[src/rtl/lcct_pkg.sv]
package lcct_pkg;

    typedef struct packed {
        logic [3:0] data_bits;
        logic       two_stop;
        logic       par_en;
        logic       par_even;
    } frame_fmt_t;

    typedef enum logic [1:0] {
        C_IDLE = 2'd0,
        C_BAUD = 2'd1,
        C_BIT  = 2'd2
    } calc_state_t;

    localparam frame_fmt_t RESET_FMT = '{data_bits: 4'd8, two_stop: 1'b0,
                                         par_en: 1'b0, par_even: 1'b0};
    localparam int RESET_DIV = 12;
    localparam logic [4:0] RESET_MCR = 5'h08;

    function automatic frame_fmt_t decode_fmt(input logic [4:0] v);
        frame_fmt_t f;
        f.data_bits = 4'(v[1:0]) + 4'd5;
        f.two_stop  = v[2];
        f.par_en    = v[3];
        f.par_even  = v[3] & v[4];
        return f;
    endfunction

    function automatic logic [3:0] frame_len(input frame_fmt_t f);
        return f.data_bits + 4'(f.two_stop) + 4'd1 + 4'(f.par_en);
    endfunction

endpackage

[src/rtl/lcct_div.sv]
module lcct_div #(
    parameter int W = 24
) (
    input  logic         clk,
    input  logic         rst,
    input  logic         start,
    input  logic [W-1:0] dividend,
    input  logic [W-1:0] divisor,
    output logic         done,
    output logic [W-1:0] quotient
);
    localparam int CW = $clog2(W + 1);

    logic [W-1:0]  rem_q, quo_q, dvs_q;
    logic [CW-1:0] cnt_q;
    logic          run_q;
    logic [W:0]    shifted;
    logic [W-1:0]  diff, rem_n, quo_n;

    always_comb begin
        shifted = {rem_q, quo_q[W-1]};
        diff    = shifted[W-1:0] - dvs_q;
        if (shifted >= {1'b0, dvs_q}) begin
            rem_n = diff;
            quo_n = {quo_q[W-2:0], 1'b1};
        end else begin
            rem_n = shifted[W-1:0];
            quo_n = {quo_q[W-2:0], 1'b0};
        end
    end

    always_ff @(posedge clk) begin
        if (rst) begin
            rem_q <= '0;
            quo_q <= '0;
            dvs_q <= '0;
            cnt_q <= '0;
            run_q <= 1'b0;
            done  <= 1'b0;
        end else begin
            done <= 1'b0;
            if (start) begin
                rem_q <= '0;
                quo_q <= dividend;
                dvs_q <= divisor;
                cnt_q <= CW'(W);
                run_q <= 1'b1;
            end else if (run_q) begin
                rem_q <= rem_n;
                quo_q <= quo_n;
                cnt_q <= cnt_q - 1'b1;
                if (cnt_q == CW'(1)) begin
                    run_q <= 1'b0;
                    done  <= 1'b1;
                end
            end
        end
    end

    assign quotient = quo_q;
endmodule

[src/rtl/lcct_calc.sv]
module lcct_calc
    import lcct_pkg::*;
#(
    parameter int TICK_HZ = 1843200,
    parameter int REF_HZ  = 115200,
    parameter int DIV_W   = 16,
    parameter int QW      = 24,
    parameter int CT_W    = 32
) (
    input  logic             clk,
    input  logic             rst,
    input  logic             lcr_we,
    input  logic [4:0]       lcr_wdata,
    input  logic             div_we,
    input  logic [DIV_W-1:0] div_wdata,
    output frame_fmt_t       fmt_pub,
    output logic [CT_W-1:0]  ticks_pub,
    output logic             busy
);
    localparam int RESET_TICKS = (TICK_HZ / (REF_HZ / RESET_DIV)) * 9;

    calc_state_t      state_q;
    logic [DIV_W-1:0] div_q, div_n;
    logic [4:0]       lcr_q, lcr_n;
    frame_fmt_t       pend_q;
    logic             trig;
    logic             dv_start, dv_done;
    logic [QW-1:0]    dv_dividend, dv_divisor, dv_quo;

    assign div_n = div_we ? div_wdata : div_q;
    assign lcr_n = lcr_we ? lcr_wdata : lcr_q;
    assign trig  = (div_we || lcr_we) && (div_n != '0);

    always_comb begin
        dv_start    = 1'b0;
        dv_dividend = QW'(REF_HZ);
        dv_divisor  = QW'(div_n);
        if (trig) begin
            dv_start = 1'b1;
        end else if (state_q == C_BAUD && dv_done) begin
            dv_start    = 1'b1;
            dv_dividend = QW'(TICK_HZ);
            dv_divisor  = dv_quo;
        end
    end

    lcct_div #(.W(QW)) u_div (
        .clk      (clk),
        .rst      (rst),
        .start    (dv_start),
        .dividend (dv_dividend),
        .divisor  (dv_divisor),
        .done     (dv_done),
        .quotient (dv_quo)
    );

    always_ff @(posedge clk) begin
        if (rst) begin
            state_q   <= C_IDLE;
            div_q     <= DIV_W'(RESET_DIV);
            lcr_q     <= 5'h03;
            pend_q    <= RESET_FMT;
            fmt_pub   <= RESET_FMT;
            ticks_pub <= CT_W'(RESET_TICKS);
        end else begin
            div_q <= div_n;
            lcr_q <= lcr_n;
            if (trig) begin
                pend_q  <= decode_fmt(lcr_n);
                state_q <= C_BAUD;
            end else begin
                case (state_q)
                    C_BAUD: if (dv_done) state_q <= C_BIT;
                    C_BIT: if (dv_done) begin
                        ticks_pub <= CT_W'(dv_quo) * CT_W'(frame_len(pend_q));
                        fmt_pub   <= pend_q;
                        state_q   <= C_IDLE;
                    end
                    default: state_q <= C_IDLE;
                endcase
            end
        end
    end

    assign busy = (state_q != C_IDLE);
endmodule

[src/rtl/lcct_mdelay.sv]
module lcct_mdelay
    import lcct_pkg::*;
#(
    parameter int CT_W = 32
) (
    input  logic            clk,
    input  logic            rst,
    input  logic            mcr_we,
    input  logic [4:0]      mcr_wdata,
    input  logic [CT_W-1:0] char_ticks,
    output logic [4:0]      mcr_q,
    output logic            rts,
    output logic            dtr,
    output logic            active,
    output logic            pulse
);
    logic [CT_W-1:0] cnt_q;
    logic            start;

    assign start  = mcr_we && !mcr_wdata[4] && (mcr_wdata != mcr_q);
    assign active = (cnt_q != '0);

    always_ff @(posedge clk) begin
        if (rst) begin
            mcr_q <= RESET_MCR;
            rts   <= 1'b0;
            dtr   <= 1'b0;
            cnt_q <= '0;
            pulse <= 1'b0;
        end else begin
            pulse <= 1'b0;
            if (mcr_we) mcr_q <= mcr_wdata;
            if (start) begin
                rts   <= mcr_wdata[1];
                dtr   <= mcr_wdata[0];
                cnt_q <= char_ticks;
            end else if (cnt_q != '0) begin
                cnt_q <= cnt_q - 1'b1;
                if (cnt_q == CT_W'(1)) pulse <= 1'b1;
            end
        end
    end
endmodule

[src/rtl/line_char_timer.sv]
module line_char_timer
    import lcct_pkg::*;
#(
    parameter int TICK_HZ = 1843200,
    parameter int REF_HZ  = 115200,
    parameter int DIV_W   = 16,
    parameter int QW      = 24,
    parameter int CT_W    = 32
) (
    input  logic             clk,
    input  logic             rst,
    input  logic             lcr_we,
    input  logic [4:0]       lcr_wdata,
    input  logic             div_we,
    input  logic [DIV_W-1:0] div_wdata,
    input  logic             mcr_we,
    input  logic [4:0]       mcr_wdata,
    output logic [3:0]       data_bits,
    output logic             two_stop,
    output logic             parity_en,
    output logic             parity_even,
    output logic [CT_W-1:0]  char_ticks,
    output logic             calc_busy,
    output logic [4:0]       mcr_q,
    output logic             rts_out,
    output logic             dtr_out,
    output logic             delay_active,
    output logic             resample_pulse
);
    frame_fmt_t fmt;

    lcct_calc #(
        .TICK_HZ(TICK_HZ), .REF_HZ(REF_HZ), .DIV_W(DIV_W), .QW(QW), .CT_W(CT_W)
    ) u_calc (
        .clk       (clk),
        .rst       (rst),
        .lcr_we    (lcr_we),
        .lcr_wdata (lcr_wdata),
        .div_we    (div_we),
        .div_wdata (div_wdata),
        .fmt_pub   (fmt),
        .ticks_pub (char_ticks),
        .busy      (calc_busy)
    );

    lcct_mdelay #(.CT_W(CT_W)) u_mdelay (
        .clk        (clk),
        .rst        (rst),
        .mcr_we     (mcr_we),
        .mcr_wdata  (mcr_wdata),
        .char_ticks (char_ticks),
        .mcr_q      (mcr_q),
        .rts        (rts_out),
        .dtr        (dtr_out),
        .active     (delay_active),
        .pulse      (resample_pulse)
    );

    assign data_bits   = fmt.data_bits;
    assign two_stop    = fmt.two_stop;
    assign parity_en   = fmt.par_en;
    assign parity_even = fmt.par_even;
endmodule

[config.mk]
export PLATFORM = sky130hd
export DESIGN_NAME = line_char_timer
export DESIGN_NICKNAME = d
export VERILOG_FILES = /design/src/rtl/lcct_pkg.sv /design/src/rtl/lcct_div.sv /design/src/rtl/lcct_calc.sv /design/src/rtl/lcct_mdelay.sv /design/src/rtl/line_char_timer.sv
export SDC_FILE = /design/constraint.sdc
export NUM_CORES = 1
export LEC_CHECK = 0
export BUFFER_PORTS_ARGS = -buffer_cell sky130_fd_sc_hd__buf_2
export CORE_MARGIN = 2
export CORE_UTILIZATION = 64
export CTS_BUF_LIST = sky130_fd_sc_hd__clkbuf_8
export DETAILED_ROUTE_END_ITERATION = 16
export PLACE_DENSITY_LB_ADDON = 0.3
export SYNTH_ARGS = -nofsm -noshare
export SYNTH_HDL_FRONTEND = slang
export SYNTH_HIERARCHICAL = 1
export SYNTH_SLANG_ARGS = --single-unit
[constraint.sdc]
create_clock -name clk -period 6.6 [get_ports clk]
set_input_delay 0.99 -clock clk [delete_from_list [all_inputs] [get_ports clk]]
set_output_delay 0.99 -clock clk [all_outputs]
set_load 0.005 [all_outputs]
### Word-level counts from Yosys, hierarchy flattened

Cells that the tools add are included.

| word-level totals | value |
|---|---|
| word-level logic and storage cells | 90 |
| bits of input ports | 31 |
| output and inout port bits | 49 |
| memories kept | 0 |
| register bits after elaboration | 184 |
| bits in latches | 0 |
| bits in writable memories | 0 |
| ROM bits | 0 |

| operators by class | value |
|---|---|
| bitwise logic cells | 4 |
| multiplexer cells | 25 |
| div/mod/pow operators | 0 |
| shift-type cells | 0 |
| multipliers | 1 |
| equality and inequality tests | 9 |
| add/subtract/negate cells | 7 |
| magnitude comparators | 1 |
| reduce and logical (&&, ||, !) cells | 18 |

Operator list:

| cell | number |
|---|---|
| 24-bit two-way mux | 6 |
| 32-bit two-way mux | 2 |
| 32-bit by 1-bit equality test with 1-bit output, second input constant | 1 |
| 32-bit nonzero test | 1 |
| 32-bit by 1-bit subtractor with 32-bit output, second input constant | 1 |
| 24-bit by 4-bit multiplier with 28-bit output | 1 |
| 25-bit by 24-bit >= comparator with 1-bit output | 1 |
| 24-bit subtractor | 1 |
| 21-bit two-way mux | 1 |
| 16-bit two-way mux | 1 |
| 16-bit nonzero test | 1 |
| 5-bit two-way mux | 3 |
| 1-bit two-way mux | 9 |
| 4-bit by 1-bit adder with 4-bit output | 2 |
| 3-bit by 2-bit inequality test with 1-bit output, second input constant | 2 |
| 2-bit nonzero test | 3 |
| 3-bit OR reduction | 2 |
| 5-bit by 1-bit equality test with 1-bit output, second input constant | 1 |
| 5-bit inequality test | 1 |
| 5-bit by 1-bit subtractor with 5-bit output, second input constant | 1 |
| 2-bit by 3-bit adder with 4-bit output, second input constant | 1 |
| 4-bit by 1-bit adder with 4-bit output, second input constant | 1 |
| 1-bit logical AND | 4 |
| 2-bit two-way mux | 2 |
| other kinds (11) | 16 |

### Depth between registers and ports, before layout

| depth | value |
|---|---|
| depth after elaboration | 5 |
| depth in mapped cells | 21 |
| depth with buffers taken out | 19 |

### Hierarchy

The synthesis kept the hierarchy.

By module, submodules not included:

| module | times used | sequential area each (um2) | area each (um2) | cells an instance |
|---|---|---|---|---|
| lcct_calc | 1 | 1301.2 | 6252.2 | 757 |
| lcct_div | 1 | 1581.5 | 4692.0 | 575 |
| lcct_mdelay | 1 | 800.8 | 2288.4 | 265 |

### Least setup slack after synthesis

Ideal clock, no wire load.

| path | value |
|---|---|
| path type | register to register |
| start | register u_calc/pend_q[1] (netlist name) |
| end | register u_calc.ticks_pub[22] |
| data arrival time | 4.686 ns |
| buffers on the path | 1 |
| setup time | 0.133 ns |
| cell stages (with the launch flop) | 21 |
| setup slack | 1.781 ns |
| required time | 6.467 ns |
| period minus slack after synthesis | 4.819 ns |
| path through | dfxtp_1 -> inv_1 -> ha_1 -> inv_1 -> ha_1 -> inv_1 -> fa_1 -> xnor2_1 -> clkbuf_1 -> nand2_1 -> fa_1 -> inv_1 -> fa_1 -> inv_1 -> fa_1 -> nand2b_1 -> a21o_1 -> a211oi_1 -> nor2_1 -> o311ai_1 -> o211ai_2 |

| on the way | value |
|---|---|
| cells in the longest elaborated chain, start to end | 2 |

Ends and longest elaborated chain:

| what | line | source |
|---|---|---|
| start, declared | lcct_calc.sv:25 | `frame_fmt_t pend_q;` |
| start signal, assigned | lcct_calc.sv:69 | `pend_q <= decode_fmt(lcr_n);` |
| 4-bit by 1-bit adder with 4-bit output | lcct_pkg.sv:31 | `return f.data_bits + 4'(f.two_stop) + 4'd1 + 4'(f.par_en);` |
| 24-bit by 4-bit multiplier with 28-bit output | lcct_calc.sv:75 | `ticks_pub <= CT_W'(dv_quo) * CT_W'(frame_len(pend_q));` |
| end signal, assigned | lcct_calc.sv:64 | `ticks_pub <= CT_W'(RESET_TICKS);` |
| end signal, assigned | lcct_calc.sv:75 |  |
| end, declared | lcct_calc.sv:17 | `output logic [CT_W-1:0] ticks_pub,` |

Every way passes these cells.
A chain may end at the register's enable or synchronous reset.

### Worst setup path after layout

| path | value |
|---|---|
| start | register u_calc/pend_q[3] (netlist name) |
| end | register u_calc.ticks_pub[27] |

| on the way | value |
|---|---|
| cells in the longest elaborated chain, start to end | 4 |

Ends and longest elaborated chain:

| what | line |
|---|---|
| 4-bit by 1-bit adder with 4-bit output (3 in series) | lcct_pkg.sv:31 |
| 24-bit by 4-bit multiplier with 28-bit output | lcct_calc.sv:75 |

Every way passes these cells.

==> results.md <==
* Highest clock rate at 184 MHz
* Total GRT Usage at 29.8%
* Cell taking the most area after synthesis: dfxtp_1
* Final Skew at 0.0241 ns
* Gate power share at 34.3%
* Async S/R FF share, synth at 0%
* Status: finished, final reports clean
* Hold path endpoint: u_calc/fmt_pub[1]
* Vias per inst at 5.95
* Setup ws final at 1.17 ns
* Routed wire per std cell at 17.0 microns
* DRT Wirelength at 32400 microns
* Cell-internal power at 2000 uW
* TritonCTS clock tree: built
* Seq cells post-synth at 184
* Number of global-route vias before repair at 11000
* Total CTS buffers at 17
* Relative slew slack at 17.2%
* Remaining antenna violation count after routing at 0
* Placed Area at 13600 sq um
* Yosys warnings at 6
* FF-to-FF path depth at 19
* Hold buffer count at cts at 0
* Clock network fraction of total power at 26.8%
* Clk_lat worst skew at 0.49 ns
* GR Overflow Total at 0
* Resize count post-CTS at 0
* Crit start category: flop
* Worst-margin pin slew at 1.24 ns
* Initial antenna violation count at 1
* Crit share post-route at 82.2%
* H-tree Lvls at 4
* Setup TNS at 0 ns
* Clock Path Buffers at 2
* Max IR drop VDD at 0.000163 V
* Die area at 21800 sq um
* CP endpoint kind: flop
* Sinks on Clock Net at 184
* CP Max Fanout at 24
* Worst Path Required at 6.98 ns
* R2r startpoint: u_calc/pend_q[3]
* I/O Buffers at 75
* Hold depth at 2
* Final Util at 69.5%
* Net Sw Frac at 37.6%
* Hold crit path type: reg2reg
* Most frequent cells in the layout: dfxtp_1 (183), nor2_1 (172), inv_1 (133)
* Commonest non-fill, non-tap cell in the layout: dfxtp_1
* First-pass GRT wire length at 53300 microns
* Library cells used by synthesis at 95
* Cells after Synth at 1597
* Register share of total power at 38.9%
* Dpl cells at 1876
* Dpl hpwl at 24000 microns
* Crit path kind: reg2reg
* Final #Nets at 1766
* Final slew viol count at 0
* Largest net degree at the start of global routing at 88
* Root buf cell: clkbuf_8
* RR Endpoint: u_calc/ticks_pub[27]
* Lkg Pwr at 0.00615 uW
* GP Congestion at 0.933
* EDFF count, synth at 0
* Final min period at 5.43 ns
* Post-CTS Setup Bufs at 0
* Psw at 1210 uW
* Worst-path clk slew at 0.11 ns
* RSZ-0062 raised after global routing: no
* Post-Layout Cell Count at 1909
* Seq/Total Area, Yosys at 27.8%
* Layout cell share with drive strength beyond 1 at 12.2%
* Rows at 52
* PwrDens at 228 nW/um^2
* Placement Setup Slack at 1.27 ns
* Post-route cell area at 14100 sq um
* Core Footprint at 20200 sq um
* Die Wd at 148 microns
* P&R area growth vs syn at 6.22%
* DR pass1 iterations at 5
* Top cells by area, synth: dfxtp_1 (28%), fa_1 (7.0%), ha_1 (6.1%)
* Hold Path Origin: u_calc/fmt_pub[1]
* Mapped cell area at 13200 sq um
* Critical path arrival at 5.80 ns
* Drt drc at 0
* Maxcap violations at 0
* Reg2Reg Setup Slack at 1.17 ns
* Die Y at 148 microns
* Mean Syn Cell Area at 8.29 sq um
* Via count at 11400
* Top FF cell, synth: dfxtp_1
* Yosys top cell area share at 27.8%
* DR iter-0 viols at 823
* Final hold violations at 0
* Io pins at 80
* Final setup fails at 0
* Starting Density at 65.4%
[critical path: stages, from the launching register on]
cell and delay (ns):
dfxtp_1 0.34, inv_1 0.08, ha_1 0.19, inv_1 0.05, ha_1 0.28, a21oi_1 0.16
nor2b_1 0.09, xnor2_2 0.80, nor2b_1 0.16, fa_1 0.58, inv_1 0.05, fa_1 0.52
inv_1 0.04, ha_1 0.37, and3_1 0.30, nor3b_1 0.33, o21ai_0 0.20, a2111oi_0 0.52
o21ai_0 0.14, o311ai_1 0.10
[power by group through the flow]
stage                     registers [uW]  clock network, uW  logic (uW)
after floorplan                     1240                  0         903
after global placement              1270                  0        1060
after detailed placement            1270                  0        1080
after CTS                           1240                870        1090
after global routing                1250                909        1220
final                               1250                859        1100
[area by class of cell]
| cell class | instances | area (sq um) |
|---|---|---|
| repair buffers | 84 | 445 |
| multi-input cells | 1203 | 8630 |
| diodes | 1 | 2.50 |
| fillers | 1650 | 6180 |
| flip-flops and latches | 184 | 3680 |
| well taps | 270 | 338 |
| clock inverters | 15 | 211 |
| inverters | 135 | 512 |
| clock buffers | 17 | 234 |
[state kept, by name, summed over array words and instances, names as in the netlist]
register,flops
u_calc/div_q,16
u_calc/fmt_pub,7
u_calc/lcr_q,5
u_calc/pend_q,7
u_calc/state_q,2
u_calc/ticks_pub,28
u_calc/u_div/cnt_q,5
u_calc/u_div/done,1
u_calc/u_div/dvs_q,24
u_calc/u_div/quotient,24
u_calc/u_div/rem_q,24
u_calc/u_div/run_q,1
u_mdelay/cnt_q,32
u_mdelay/dtr,1
u_mdelay/mcr_q,5
u_mdelay/pulse,1
u_mdelay/rts,1
[worst max path at each step]
stage	end	slack [ns]	from
2_1_floorplan	u_calc/ticks_pub[22]	1.78	u_calc/pend_q[1]
3_3_place_gp	u_calc/ticks_pub[22]	1.48	u_calc/pend_q[1]
3_5_place_dp	u_calc/ticks_pub[27]	1.27	u_calc/pend_q[3]
4_1_cts	u_calc/ticks_pub[22]	1.23	u_calc/pend_q[3]
6_report	u_calc/ticks_pub[27]	1.17	u_calc/pend_q[3]
5_1_grt	u_calc/ticks_pub[27]	0.74	u_calc/pend_q[3]
[cell usage after synthesis, drive strengths merged (13+ instances only)]
cell type and n:
or3 13, o21a 13, a21o 22, nand3 34
nor2 173, and2 52, xnor2 36, a21oi 122
buf 39, inv 134, a211oi 39, nand2 104
mux2 34, nor4 24, nor3 33, ha 64
nand2b 15, clkbuf 55, nor2b 54, mux2i 73
fa 46, dfxtp 184, o211ai 18, xor2 24
o21ai 51, a31oi 14
[metrics by stage]
stage	power, uW	hold WS [ns]
final	3210	0.459
after global routing	3390	0.481
after CTS	3200	0.463
after detailed placement	2350	0.448
after global placement	2320	0.444
after floorplan	2140	0.432
[metal layers]
layer  share of wire, %  routed length [microns]  vias to the layer above  GRT usage, %
met5                  0                        0                        -             0
met4                2.6                      839                        0          10.7
met3                5.4                     1740                       66          4.94
met2                 49                    15800                      382          52.1
met1                 43                    14000                     5352          37.2
li1                   -                        -                     5561             -
[kinds of logic (layout without fill, tap and decap cells)]
| kind of cell | count (synthesis) | count (layout) | share of synthesized area, % |
|---|---|---|---|
| and+or+nand+nor | 567 | 567 | 22.4 |
| other | 1 | 21 | 0.0283 |
| DFF | 184 | 184 | 27.8 |
| muxes | 107 | 107 | 8.44 |
| AOI/OAI and AO/OA | 339 | 339 | 16.7 |
| buffers and inverters | 229 | 251 | 7.59 |
| adders and majority gates | 110 | 110 | 13.0 |
| xor gates and xnor gates | 60 | 60 | 3.97 |
Power figures use the tool's default switching activity.
